<file path="src/rtl/tle_pkg.sv">
package tle_pkg;
  typedef enum logic [3:0] {
    ST_IDLE, ST_TOP, ST_COORD, ST_TEXT, ST_FLAG, ST_PWID,
    ST_ENT0, ST_ENT1, ST_BLIT, ST_ADV, ST_DONE
  } tle_state_e;

  localparam logic [1:0] STAT_END    = 2'd0;
  localparam logic [1:0] STAT_MARGIN = 2'd1;
  localparam logic [1:0] STAT_STOP   = 2'd2;

  localparam logic [1:0] MODE_DISPLAY = 2'd0;
  localparam logic [1:0] MODE_RESOLVE = 2'd2;
endpackage

</file>
<file path="src/rtl/tle_byte_pick.sv">
module tle_byte_pick #(
  parameter int DW = 16,
  localparam int CW = DW / 2
) (
  input  logic [DW-1:0] word_i,
  input  logic          odd_i,
  output logic [CW-1:0] byte_o
);
  assign byte_o = odd_i ? word_i[CW-1:0] : word_i[DW-1:CW];
endmodule

</file>
<file path="src/rtl/tle_flag_pick.sv">
module tle_flag_pick #(
  parameter int DW = 16,
  localparam int NF = DW / 2,
  localparam int SW = $clog2(NF)
) (
  input  logic [DW-1:0] word_i,
  input  logic [SW-1:0] sel_i,
  output logic          stop_o,
  output logic          pad_o
);
  logic [1:0] fld [NF];

  // field 0 sits in the top two bits
  for (genvar k = 0; k < NF; k++) begin : g_fld
    assign fld[k] = word_i[DW-1-2*k -: 2];
  end

  assign stop_o = fld[sel_i][0];
  assign pad_o  = fld[sel_i][1];
endmodule

</file>
<file path="src/rtl/tle_glyph_calc.sv">
module tle_glyph_calc #(
  parameter int DW        = 16,
  parameter int GLYPH_OFS = 640,
  localparam int CW = DW / 2,
  localparam int BW = $clog2(DW),
  localparam int OW = DW - 2
) (
  input  logic [DW-1:0] font_base_i,
  input  logic [DW-1:0] dst_base_i,
  input  logic [DW-1:0] pix_i,
  input  logic [DW-1:0] entry_i,
  input  logic [CW-1:0] pwid_i,
  output logic [DW-1:0] src_o,
  output logic [DW-1:0] dst_word_o,
  output logic [BW-1:0] dst_bit_o,
  output logic [DW-1:0] width_o
);
  localparam logic [DW-1:0] GOFS = GLYPH_OFS[DW-1:0];

  logic          lk, rk;
  logic [DW-1:0] dst_pos;

  assign lk         = entry_i[DW-1];
  assign rk         = entry_i[DW-2];
  assign src_o      = font_base_i + GOFS + {2'b00, entry_i[OW-1:0]};
  assign dst_pos    = pix_i - {{(DW-1){1'b0}}, lk};
  assign dst_word_o = dst_base_i + (dst_pos >> BW);
  assign dst_bit_o  = dst_pos[BW-1:0];
  assign width_o    = {{(DW-CW){1'b0}}, pwid_i} + {{(DW-1){1'b0}}, lk}
                    + {{(DW-1){1'b0}}, rk};
endmodule

</file>
<file path="src/rtl/tle_advance.sv">
module tle_advance #(
  parameter int DW = 16,
  localparam int CW = DW / 2
) (
  input  logic [DW-1:0] pix_i,
  input  logic [CW-1:0] pwid_i,
  input  logic          pad_i,
  input  logic          fmt_i,
  input  logic [DW-1:0] count_i,
  input  logic [DW-1:0] space_i,
  output logic [DW-1:0] pix_o,
  output logic [DW-1:0] count_o
);
  logic [DW-1:0] base;

  assign base = pix_i + {{(DW-CW){1'b0}}, pwid_i};

  always_comb begin
    pix_o   = base;
    count_o = count_i;
    if (pad_i) begin
      count_o = count_i + {{(DW-1){1'b0}}, 1'b1};
      // negative count earns one extra pixel
      if (!fmt_i) pix_o = base + space_i + {{(DW-1){1'b0}}, count_i[DW-1]};
    end
  end
endmodule

</file>
<file path="src/rtl/text_layout_engine.sv">
module text_layout_engine
  import tle_pkg::*;
#(
  parameter int DW        = 16,
  parameter int WIDTH_OFS = 512,
  parameter int GLYPH_OFS = 640,
  localparam int CW = DW / 2,
  localparam int SW = $clog2(DW / 2),
  localparam int BW = $clog2(DW)
) (
  input  logic          clk_i,
  input  logic          rst_ni,
  input  logic          start_i,
  input  logic [1:0]    mode_i,
  input  logic [DW-1:0] index_i,
  input  logic [DW-1:0] last_i,
  input  logic [DW-1:0] pix_pos_i,
  input  logic [DW-1:0] met_pos_i,
  input  logic [DW-1:0] count_i,
  input  logic [DW-1:0] margin_i,
  input  logic [DW-1:0] space_i,
  input  logic [DW-1:0] text_base_i,
  input  logic [DW-1:0] flags_base_i,
  input  logic [DW-1:0] font_base_i,
  input  logic [DW-1:0] coord_base_i,
  input  logic [DW-1:0] dst_base_i,
  output logic          done_o,
  output logic [1:0]    status_o,
  output logic [DW-1:0] index_o,
  output logic [DW-1:0] pix_pos_o,
  output logic [DW-1:0] met_pos_o,
  output logic [DW-1:0] count_o,
  output logic          mem_req_o,
  output logic          mem_we_o,
  output logic [DW-1:0] mem_addr_o,
  output logic [DW-1:0] mem_wdata_o,
  input  logic          mem_valid_i,
  input  logic [DW-1:0] mem_rdata_i,
  output logic          blit_req_o,
  output logic [DW-1:0] blit_src_o,
  output logic [DW-1:0] blit_dst_word_o,
  output logic [BW-1:0] blit_dst_bit_o,
  output logic [DW-1:0] blit_width_o,
  input  logic          copy_done_i
);
  localparam logic [DW-1:0] WOFS = WIDTH_OFS[DW-1:0];

  tle_state_e    state_q;
  logic [1:0]    mode_q, status_q;
  logic [DW-1:0] idx_q, last_q, pix_q, met_q, cnt_q, margin_q, space_q;
  logic [DW-1:0] text_q, flags_q, font_q, coord_q, dst_q;
  logic [DW-1:0] ent0_q, met_new_q;
  logic [CW-1:0] ch_q, pwid_q;
  logic          pad_q;

  logic [DW-1:0] ch_ext, diff, met_sum, pix_next, cnt_next;
  logic [CW-1:0] byte_w;
  logic          stop_w, pad_w;

  assign ch_ext  = {{(DW-CW){1'b0}}, ch_q};
  assign diff    = last_q - idx_q;
  assign met_sum = met_q + mem_rdata_i;

  tle_byte_pick #(.DW(DW)) u_byte (
    .word_i (mem_rdata_i),
    .odd_i  ((state_q == ST_TEXT) ? idx_q[0] : ch_q[0]),
    .byte_o (byte_w)
  );

  tle_flag_pick #(.DW(DW)) u_flag (
    .word_i (mem_rdata_i),
    .sel_i  (ch_q[SW-1:0]),
    .stop_o (stop_w),
    .pad_o  (pad_w)
  );

  tle_glyph_calc #(.DW(DW), .GLYPH_OFS(GLYPH_OFS)) u_glyph (
    .font_base_i (font_q),
    .dst_base_i  (dst_q),
    .pix_i       (pix_q),
    .entry_i     (ent0_q),
    .pwid_i      (pwid_q),
    .src_o       (blit_src_o),
    .dst_word_o  (blit_dst_word_o),
    .dst_bit_o   (blit_dst_bit_o),
    .width_o     (blit_width_o)
  );

  tle_advance #(.DW(DW)) u_adv (
    .pix_i   (pix_q),
    .pwid_i  (pwid_q),
    .pad_i   (pad_q),
    .fmt_i   (mode_q[0]),
    .count_i (cnt_q),
    .space_i (space_q),
    .pix_o   (pix_next),
    .count_o (cnt_next)
  );

  always_comb begin
    unique case (state_q)
      ST_COORD: mem_addr_o = coord_q + idx_q;
      ST_TEXT:  mem_addr_o = text_q + (idx_q >> 1);
      ST_FLAG:  mem_addr_o = flags_q + (ch_ext >> SW);
      ST_PWID:  mem_addr_o = font_q + WOFS + (ch_ext >> 1);
      ST_ENT0:  mem_addr_o = font_q + (ch_ext << 1);
      ST_ENT1:  mem_addr_o = font_q + (ch_ext << 1) + {{(DW-1){1'b0}}, 1'b1};
      default:  mem_addr_o = '0;
    endcase
  end

  assign mem_req_o   = state_q inside {ST_COORD, ST_TEXT, ST_FLAG, ST_PWID, ST_ENT0, ST_ENT1};
  assign mem_we_o    = state_q == ST_COORD;
  assign mem_wdata_o = pix_q;
  assign blit_req_o  = state_q == ST_BLIT;
  assign done_o      = state_q == ST_DONE;
  assign status_o    = status_q;
  assign index_o     = idx_q;
  assign pix_pos_o   = pix_q;
  assign met_pos_o   = met_q;
  assign count_o     = cnt_q;

  always_ff @(posedge clk_i or negedge rst_ni) begin
    if (!rst_ni) begin
      state_q <= ST_IDLE;
      mode_q <= '0; status_q <= STAT_END;
      idx_q <= '0; last_q <= '0; pix_q <= '0; met_q <= '0; cnt_q <= '0;
      margin_q <= '0; space_q <= '0;
      text_q <= '0; flags_q <= '0; font_q <= '0; coord_q <= '0; dst_q <= '0;
      ent0_q <= '0; met_new_q <= '0; ch_q <= '0; pwid_q <= '0; pad_q <= 1'b0;
    end else begin
      unique case (state_q)
        ST_IDLE: if (start_i) begin
          mode_q <= mode_i; idx_q <= index_i; last_q <= last_i;
          pix_q <= pix_pos_i; met_q <= met_pos_i; cnt_q <= count_i;
          margin_q <= margin_i; space_q <= space_i;
          text_q <= text_base_i; flags_q <= flags_base_i; font_q <= font_base_i;
          coord_q <= coord_base_i; dst_q <= dst_base_i;
          state_q <= ST_TOP;
        end
        ST_TOP: if (diff[DW-1]) begin
          status_q <= STAT_END; state_q <= ST_DONE;
        end else begin
          state_q <= (mode_q == MODE_RESOLVE) ? ST_COORD : ST_TEXT;
        end
        ST_COORD: if (mem_valid_i) state_q <= ST_TEXT;
        ST_TEXT: if (mem_valid_i) begin
          ch_q <= byte_w; state_q <= ST_FLAG;
        end
        ST_FLAG: if (mem_valid_i) begin
          if (stop_w) begin
            status_q <= STAT_STOP; state_q <= ST_DONE;
          end else begin
            pad_q <= pad_w; state_q <= ST_PWID;
          end
        end
        ST_PWID: if (mem_valid_i) begin
          pwid_q <= byte_w; state_q <= ST_ENT0;
        end
        ST_ENT0: if (mem_valid_i) begin
          ent0_q <= mem_rdata_i; state_q <= ST_ENT1;
        end
        ST_ENT1: if (mem_valid_i) begin
          if (met_sum > margin_q) begin
            status_q <= STAT_MARGIN; state_q <= ST_DONE;
          end else begin
            met_new_q <= met_sum;
            state_q <= (mode_q == MODE_DISPLAY) ? ST_BLIT : ST_ADV;
          end
        end
        ST_BLIT: if (copy_done_i) state_q <= ST_ADV;
        ST_ADV: begin
          pix_q <= pix_next; cnt_q <= cnt_next; met_q <= met_new_q;
          idx_q <= idx_q + {{(DW-1){1'b0}}, 1'b1};
          state_q <= ST_TOP;
        end
        ST_DONE: state_q <= ST_IDLE;
        default: state_q <= ST_IDLE;
      endcase
    end
  end

  assert_port_excl_R1: assert property (@(posedge clk_i) disable iff (!rst_ni)
    !(mem_req_o && blit_req_o));

  assert_req_hold_R13: assert property (@(posedge clk_i) disable iff (!rst_ni)
    mem_req_o && !mem_valid_i |=> mem_req_o && $stable(mem_addr_o) && $stable(mem_we_o));

  assert_blit_hold_R8: assert property (@(posedge clk_i) disable iff (!rst_ni)
    blit_req_o && !copy_done_i |=> blit_req_o && $stable(blit_src_o)
                                   && $stable(blit_dst_word_o) && $stable(blit_width_o));

  assert_done_pulse_R12: assert property (@(posedge clk_i) disable iff (!rst_ni)
    done_o |=> !done_o && !mem_req_o && $stable(index_o) && $stable(pix_pos_o));

  assert_write_mode_R11: assert property (@(posedge clk_i) disable iff (!rst_ni)
    mem_we_o |-> mem_req_o && mode_q == MODE_RESOLVE);
endmodule

</file>
<file path="config.mk">
export PLATFORM = sky130hd
export DESIGN_NAME = text_layout_engine
export DESIGN_NICKNAME = d
export VERILOG_FILES = /design/src/rtl/tle_pkg.sv /design/src/rtl/tle_byte_pick.sv /design/src/rtl/tle_flag_pick.sv /design/src/rtl/tle_glyph_calc.sv /design/src/rtl/tle_advance.sv /design/src/rtl/text_layout_engine.sv
export SDC_FILE = /design/constraint.sdc
export NUM_CORES = 1
export LEC_CHECK = 0
export ABC_AREA = 1
export BUFFER_PORTS_ARGS = -buffer_cell sky130_fd_sc_hd__clkbuf_2
export CAP_MARGIN = 20
export CORE_MARGIN = 2
export CORE_UTILIZATION = 29
export CTS_CLUSTER_SIZE = 24
export DETAILED_ROUTE_END_ITERATION = 8
export PLACE_DENSITY = 0.49
export SETUP_SLACK_MARGIN = 0.5
export SLEW_MARGIN = 10
export SYNTH_ARGS = -nofsm -noshare
export SYNTH_HDL_FRONTEND = slang
export SYNTH_SLANG_ARGS = --single-unit
</file>
<file path="constraint.sdc">
create_clock -name clk_i -period 4.9 [get_ports clk_i]
set_input_delay 0 -clock clk_i [delete_from_list [all_inputs] [get_ports clk_i]]
set_output_delay 0 -clock clk_i [all_outputs]
set_load 0.02 [all_outputs]
</file>
### Word-level counts from Yosys, hierarchy flattened

Cells that the tools add are included.

* equality and inequality tests: 23
* magnitude comparators: 2
* bitwise operators: 3
* reduce and logical (&&, ||, !) cells: 15
* add/sub/neg operators: 20
* muxes and demuxes: 37

Operators with widths (count)
* $pmux 16 s2: 4
* $mux 16: 7
* $pmux 16 s6: 1
* $add 16x1->16 const B: 3
* $add 16x16->16: 3
* $mux 4: 10
* $pmux 4 s10: 1
* $add 16x10->16 const B: 2
* $ne 2x2->1 const B: 9
* $add 16x1->16: 1
* $add 16x12->16: 1
* $add 16x14->16: 1
* $add 16x15->16: 1
* $add 16x5->16: 1
* $add 16x7->16: 1
* $add 16x8->16: 1
* $add 16x9->16: 1
* $eq 4x3->1 const B: 4
* $gt 16x16->1: 1
* $mux 2: 8
* $sub 16x1->16: 1
* $sub 16x16->16: 1
* $eq 4x4->1 const B: 3
* $add 9x1->10: 1
* other kinds (21): 33

* output and inout bits: 154
* bits in registers: 249

### Longest topological paths before layout

* word-level depth: 7
* gate-level depth with buffers: 22

### Hierarchy

Synthesis repeated with hierarchy kept, for this count alone.

* cells, all modules: 3019
* area total of the unflattened synthesis: 20541.0 µm²

Modules (own cells, without submodules)
* text_layout_engine: instances 1, area each 15693.8 µm², seq. area each 6231.0 µm², cells an instance 2122
* tle_glyph_calc: instances 1, area each 2441.1 µm², seq. area each 0.0 µm², cells an instance 443
* tle_advance: instances 1, area each 2070.7 µm², seq. area each 0.0 µm², cells an instance 374
* tle_flag_pick: instances 1, area each 230.2 µm², seq. area each 0.0 µm², cells an instance 54
* tle_byte_pick: instances 1, area each 105.1 µm², seq. area each 0.0 µm², cells an instance 26

### Worst setup path before layout

No wires, ideal clock.

* path kind: reg-to-reg
* start point: register met_q[0], in the netlist met_pos_o[0]
* end point: register met_new_q[14]
* data required time: 4.782 ns
* slack: 1.520 ns
* clock period less this slack: 3.380 ns
* cell stages (with the launch flop): 22
* arrival time: 3.263 ns
* path through: dfrtp_1 -> ha_1 -> fa_1 -> nand3_1 -> nand2_1 -> a21boi_1 -> o21ai_1 -> a21boi_0 -> or2_0 -> and2_1 -> inv_1 -> ha_1 -> nand2_1 -> o21a_1 -> nor2_1 -> nor2_1 -> nand2_1 -> nand2_1 -> nand3_1 -> clkinv_1 -> nand2_1 -> nand2_1

* cells in the longest elaborated chain, start to end: 4

RTL lines
* start, declared: line text_layout_engine.sv:50 `logic [DW-1:0] idx_q, last_q, pix_q, met_q, cnt_q, margin_q, space_q;`
* start signal, assigned: line text_layout_engine.sv:135 `pix_q <= pix_pos_i; met_q <= met_pos_i; cnt_q <= count_i;`
* start signal, assigned: line text_layout_engine.sv:173 `pix_q <= pix_next; cnt_q <= cnt_next; met_q <= met_new_q;`
* $add 16x16->16: line text_layout_engine.sv:62 `assign met_sum = met_q + mem_rdata_i;`
* net met_sum[10]: line text_layout_engine.sv:56 `logic [DW-1:0] ch_ext, diff, met_sum, pix_next, cnt_next;`
* $gt 16x16->1: line text_layout_engine.sv:164 `if (met_sum > margin_q) begin`
* $not 1->1 (no line)
* $reduce_and 3->1 (no line)
* end signal, assigned: line text_layout_engine.sv:167 `met_new_q <= met_sum;`
* end, declared: line text_layout_engine.sv:52 `logic [DW-1:0] ent0_q, met_new_q;`

The timed path passes the listed nets, and every way through them passes these cells.
A chain may end at the register's enable or synchronous reset.

### Worst setup path after layout

* start point: register pix_q[0], in the netlist mem_wdata_o[0]
* end point: output port blit_dst_word_o[13]

* cells in the longest elaborated chain, start to end: 2

RTL lines
* start, declared: line text_layout_engine.sv:50
* start signal, assigned: line text_layout_engine.sv:135
* start signal, assigned: line text_layout_engine.sv:173
* $sub 16x1->16: line tle_glyph_calc.sv:26 `assign dst_pos = pix_i - {{(DW-1){1'b0}}, lk};`
* $add 16x12->16: line tle_glyph_calc.sv:27 `assign dst_word_o = dst_base_i + (dst_pos >> BW);`
* end, declared: line text_layout_engine.sv:41 `output logic [DW-1:0] blit_dst_word_o,`

Every way passes these cells.

==> qor.yml <==
cp_data_arrival_time_ns: 4.01
cts.sinks: 249
gp_congestion: 0.889
die_w_um: 263
die_area_um2: 69000
area_growth_pct: 30.4
grt_pass1_wl_um: 116000
finalWorstSetupSlack_ns: 0.895
drcViolationCount: 0
antenna_found_initial: 13
hold_violations: 0
tightestPinTransition_ns: 1.00
port_buffers: 361
path_delay_family: "simple AND/OR/NAND/NOR gates"
cts-root-buf: "clkbuf_16"
viasPerCell: 4.76
yosys_warnings: 0
syn_area_um2: 19400
rsz0062_at_grt: "true"
cts_max_level: 2
path_max_fanout: 5
endpoint_kind: "primary output"
swShare_pct: 54.2
wirelength_um: 74100
max_stage_delay_ns: 0.41
drv_slew: 0
internal_power_w: 0.00906
leakagePower_nw: 13.2
period_share_pct: 81.7
gr-total-overflow: 0
cp_slowest_cell: "dfrtp_1"
setup_violations: 0
avgSynthCellArea_um2: 7.04
ys_seq_area_share_pct: 32.1
cts_buffer_depth: 3
clock_latency_ns: 0.57
synth.distinct_cells: 60
p_comb_share_pct: 65.1
synth-main-ff-cell: "dfrtp_1"
start_util_pct: 29.4
synth-edff-count: 0
dr_total_vias: 19890
path_buf_inv: 2
dp_slack_ns: 1.12
gr-usage-all-layers_pct: 21.3
ios: 369
whs_ns: 0.0437
seq_power_share_pct: 21.4
clkTransAtPathRegs_ns: 0.06
clockPowerShare_pct: 13.6
wl_per_cell_um: 17.7
worstPathCellList: "inv_1 > ha_1 > ha_1 > nand2_1 > nor3_2 > nand2_1 > nor3_1 > xor2_1 > ha_1 > nand2_1 > nor2_1 > nand2_1 > nand3_1 > a21boi_1 > o21ai_1 > nand2_1 > nand2_1 > nand2_1 > xnor2_1 > clkbuf_2"
crit_type: "register to primary output"
grt_max_degree: 196
min_period_ns: 4.01
fillCellCount: 7033
status: "complete, no violations"
crit_top_cell: "nand2_1"
maxCapViolations: 0
nNetsFinal: 3681
core_um2: 66000
critPathRequiredTime_ns: 4.90
skew_ns: 0.0237
antenna_left: 0
die_y_um: 263
dp_hpwl_um: 56500
ys_ff_latch: 249
hp-class: "input port to asynchronous set/reset pin"
synth_cells: 2757
peakVddDrop_mv: 0.377
layout-drive-gt1-share_pct: 15.1
dr.pass1.iters: 7
tns_ns: 0
drt_first_iter_violations: 1116
cp-start-kind: "register"
grt_pass1_vias: 20035
async_reset_ff_share_pct: 100
cts_tree: "built"
cts_made_buffers: 34
slew_headroom_pct: 32.6
rows: 94
p_per_area_nw_per_um2: 782
power.switching_w: 0.0107
fmaxAchievable_mhz: 250
[per-layer routing]
layer,share of wire [%],vias to the layer above,track usage (%)
met5,0.14,-,0
met4,1.8,16,4.41
met3,4.2,83,3.41
met2,47,412,36.2
met1,47,9229,28.4
li1,-,10150,-
[kinds of logic (layout without fill, tap and decap cells)]
family,count (synthesis),after routing,synth area share [%]
flip-flops,249,249,32.1
AO/OA/AOI/OAI,496,496,14.1
other,1,12,0.0193
buffers and inverters,374,924,7.93
adder cells (fa/ha/maj),175,175,11.7
AND/OR/NAND/NOR,1360,1360,29.4
multiplexers,4,4,0.232
XOR/XNOR,98,98,4.42
[path summary, 6_finish.rpt]
kind,startpoint,endpoint,slack (ns),cells past startpoint
setup reg to reg,met_pos_o[0],met_new_q[14],1.16,20
max in group asynchronous,rst_ni,font_q[1],3.61,3
min in group clk_i,dst_base_i[2],dst_q[2],0.18,4
hold / removal,rst_ni,last_q[14],0.04,2
setup / recovery,mem_wdata_o[0],blit_dst_word_o[13],0.89,20
hold reg to reg,last_q[8],last_q[8],0.47,2
[state kept, by name, indices dropped and copies added, names as in the netlist]
signal,cells
status_o,2
met_new_q,16
mem_wdata_o,16
ch_q,8
last_q,16
pwid_q,8
ent0_q,16
margin_q,16
state_q,4
met_pos_o,16
count_o,16
text_q,16
coord_q,16
pad_q,1
flags_q,16
mode_q,2
index_o,16
space_q,16
dst_q,16
font_q,16
[power by group through the flow]
stage / combinational, W / sequential (W) / clock [W]
floorplan: 0.00893 / 0.00403 / 0
global placement: 0.0127 / 0.00427 / 0
detailed placement: 0.0127 / 0.00426 / 0
CTS: 0.0129 / 0.00424 / 0.00277
global route: 0.0145 / 0.00438 / 0.00285
finish: 0.0129 / 0.00423 / 0.00268
[cells in the mapped netlist, types with 2 or more instances]
library cell	number	area (µm²)
nor3_2	2	20.0
and2_1	4	25.0
a31oi_1	17	106
inv_1	265	995
a22oi_1	5	37.5
nor2_1	147	552
dfrtp_1	249	6230
nor4_1	2	12.5
buf_2	23	115
ha_1	163	2040
o2111ai_1	4	35.0
a211oi_1	6	45.0
a21oi_1	169	846
nand2_1	908	3410
a21boi_0	8	60.1
a21boi_1	2	15.0
xnor2_1	28	245
o21a_1	6	45.0
a21o_1	7	52.6
inv_2	15	56.3
xor2_1	70	613
o21ai_1	16	80.1
mux2_2	4	45.0
o211ai_1	12	90.1
o21ai_0	201	1010
nor3_1	33	165
nand3b_1	8	60.1
nor2_4	7	78.8
or2_2	10	62.6
nand2_2	11	68.8
o21bai_1	6	45.0
o221ai_1	8	70.1
buf_1	8	30.0
o31ai_1	4	30.0
nand3_2	5	50.1
nand4_1	24	150
o22ai_1	17	106
nand3_1	180	901
buf_4	26	195
clkbuf_1	34	128
fa_1	12	240
nor2_2	13	81.3
[cells in the final DEF, fill, tap and decap left out, types with 8 or more instances in the layout]
cell type      Yosys  layout
nand4_1           24      24
o22ai_1           17      17
nand3b_1           8       8
nor2_2            13      12
a31oi_1           17      17
or2_2             10      10
o221ai_1           8       8
xor2_1            70      70
inv_2             15      15
clkbuf_8           0       9
nor2_1           147     147
dlygate4sd3_1      0     214
fa_1              12      12
o211ai_1          12      12
clkbuf_16          0      34
nand2_2           11      11
dfrtp_1          249     249
o21ai_0          201     200
nand2_1          908     908
inv_1            265     264
clkbuf_2           1     360
a21oi_1          169     169
ha_1             163     163
nor3_1            33      32
xnor2_1           28      28
nor2_4             7       8
buf_4             26       8
o21ai_1           16      16
nand3_1          180     180
[per-stage QoR]
stage / instance area, µm² / power [W] / utilization [%] / instances
2_1_floorplan: 19400 / 0.0130 / - / 2763
3_3_place_gp: 21900 / 0.0170 / 33.3 / 3905
3_5_place_dp: 21900 / 0.0170 / 33.3 / 3905
4_1_cts: 25300 / 0.0199 / 38.3 / 4177
5_1_grt: 25300 / 0.0217 / 38.3 / 4181
6_report: 25300 / 0.0198 / 38.4 / 4182
[area by class of cell]
class	count	area, µm²	area share (%)
sequential	249	6230	24.6
multi-input combinational	2140	11700	46.1
inverter	281	1060	4.17
timing repair buffer	585	4060	16.0
tap	864	1080	4.27
clock buffer	47	990	3.91
clock inverter	11	206	0.816
antenna	5	12.5	0.0494
[repair_timing]
| item | 4_1_cts | 5_1_grt |
|---|---|---|
| gates resized for setup | 0 | 4 |
| hold buffers | 214 | 0 |
| buffers inserted | 0 | 0 |
| endpoints found under the setup margin | 0 | 4 |
| endpoints found under the hold margin | 325 | 0 |
Power figures use the tool's default switching activity.
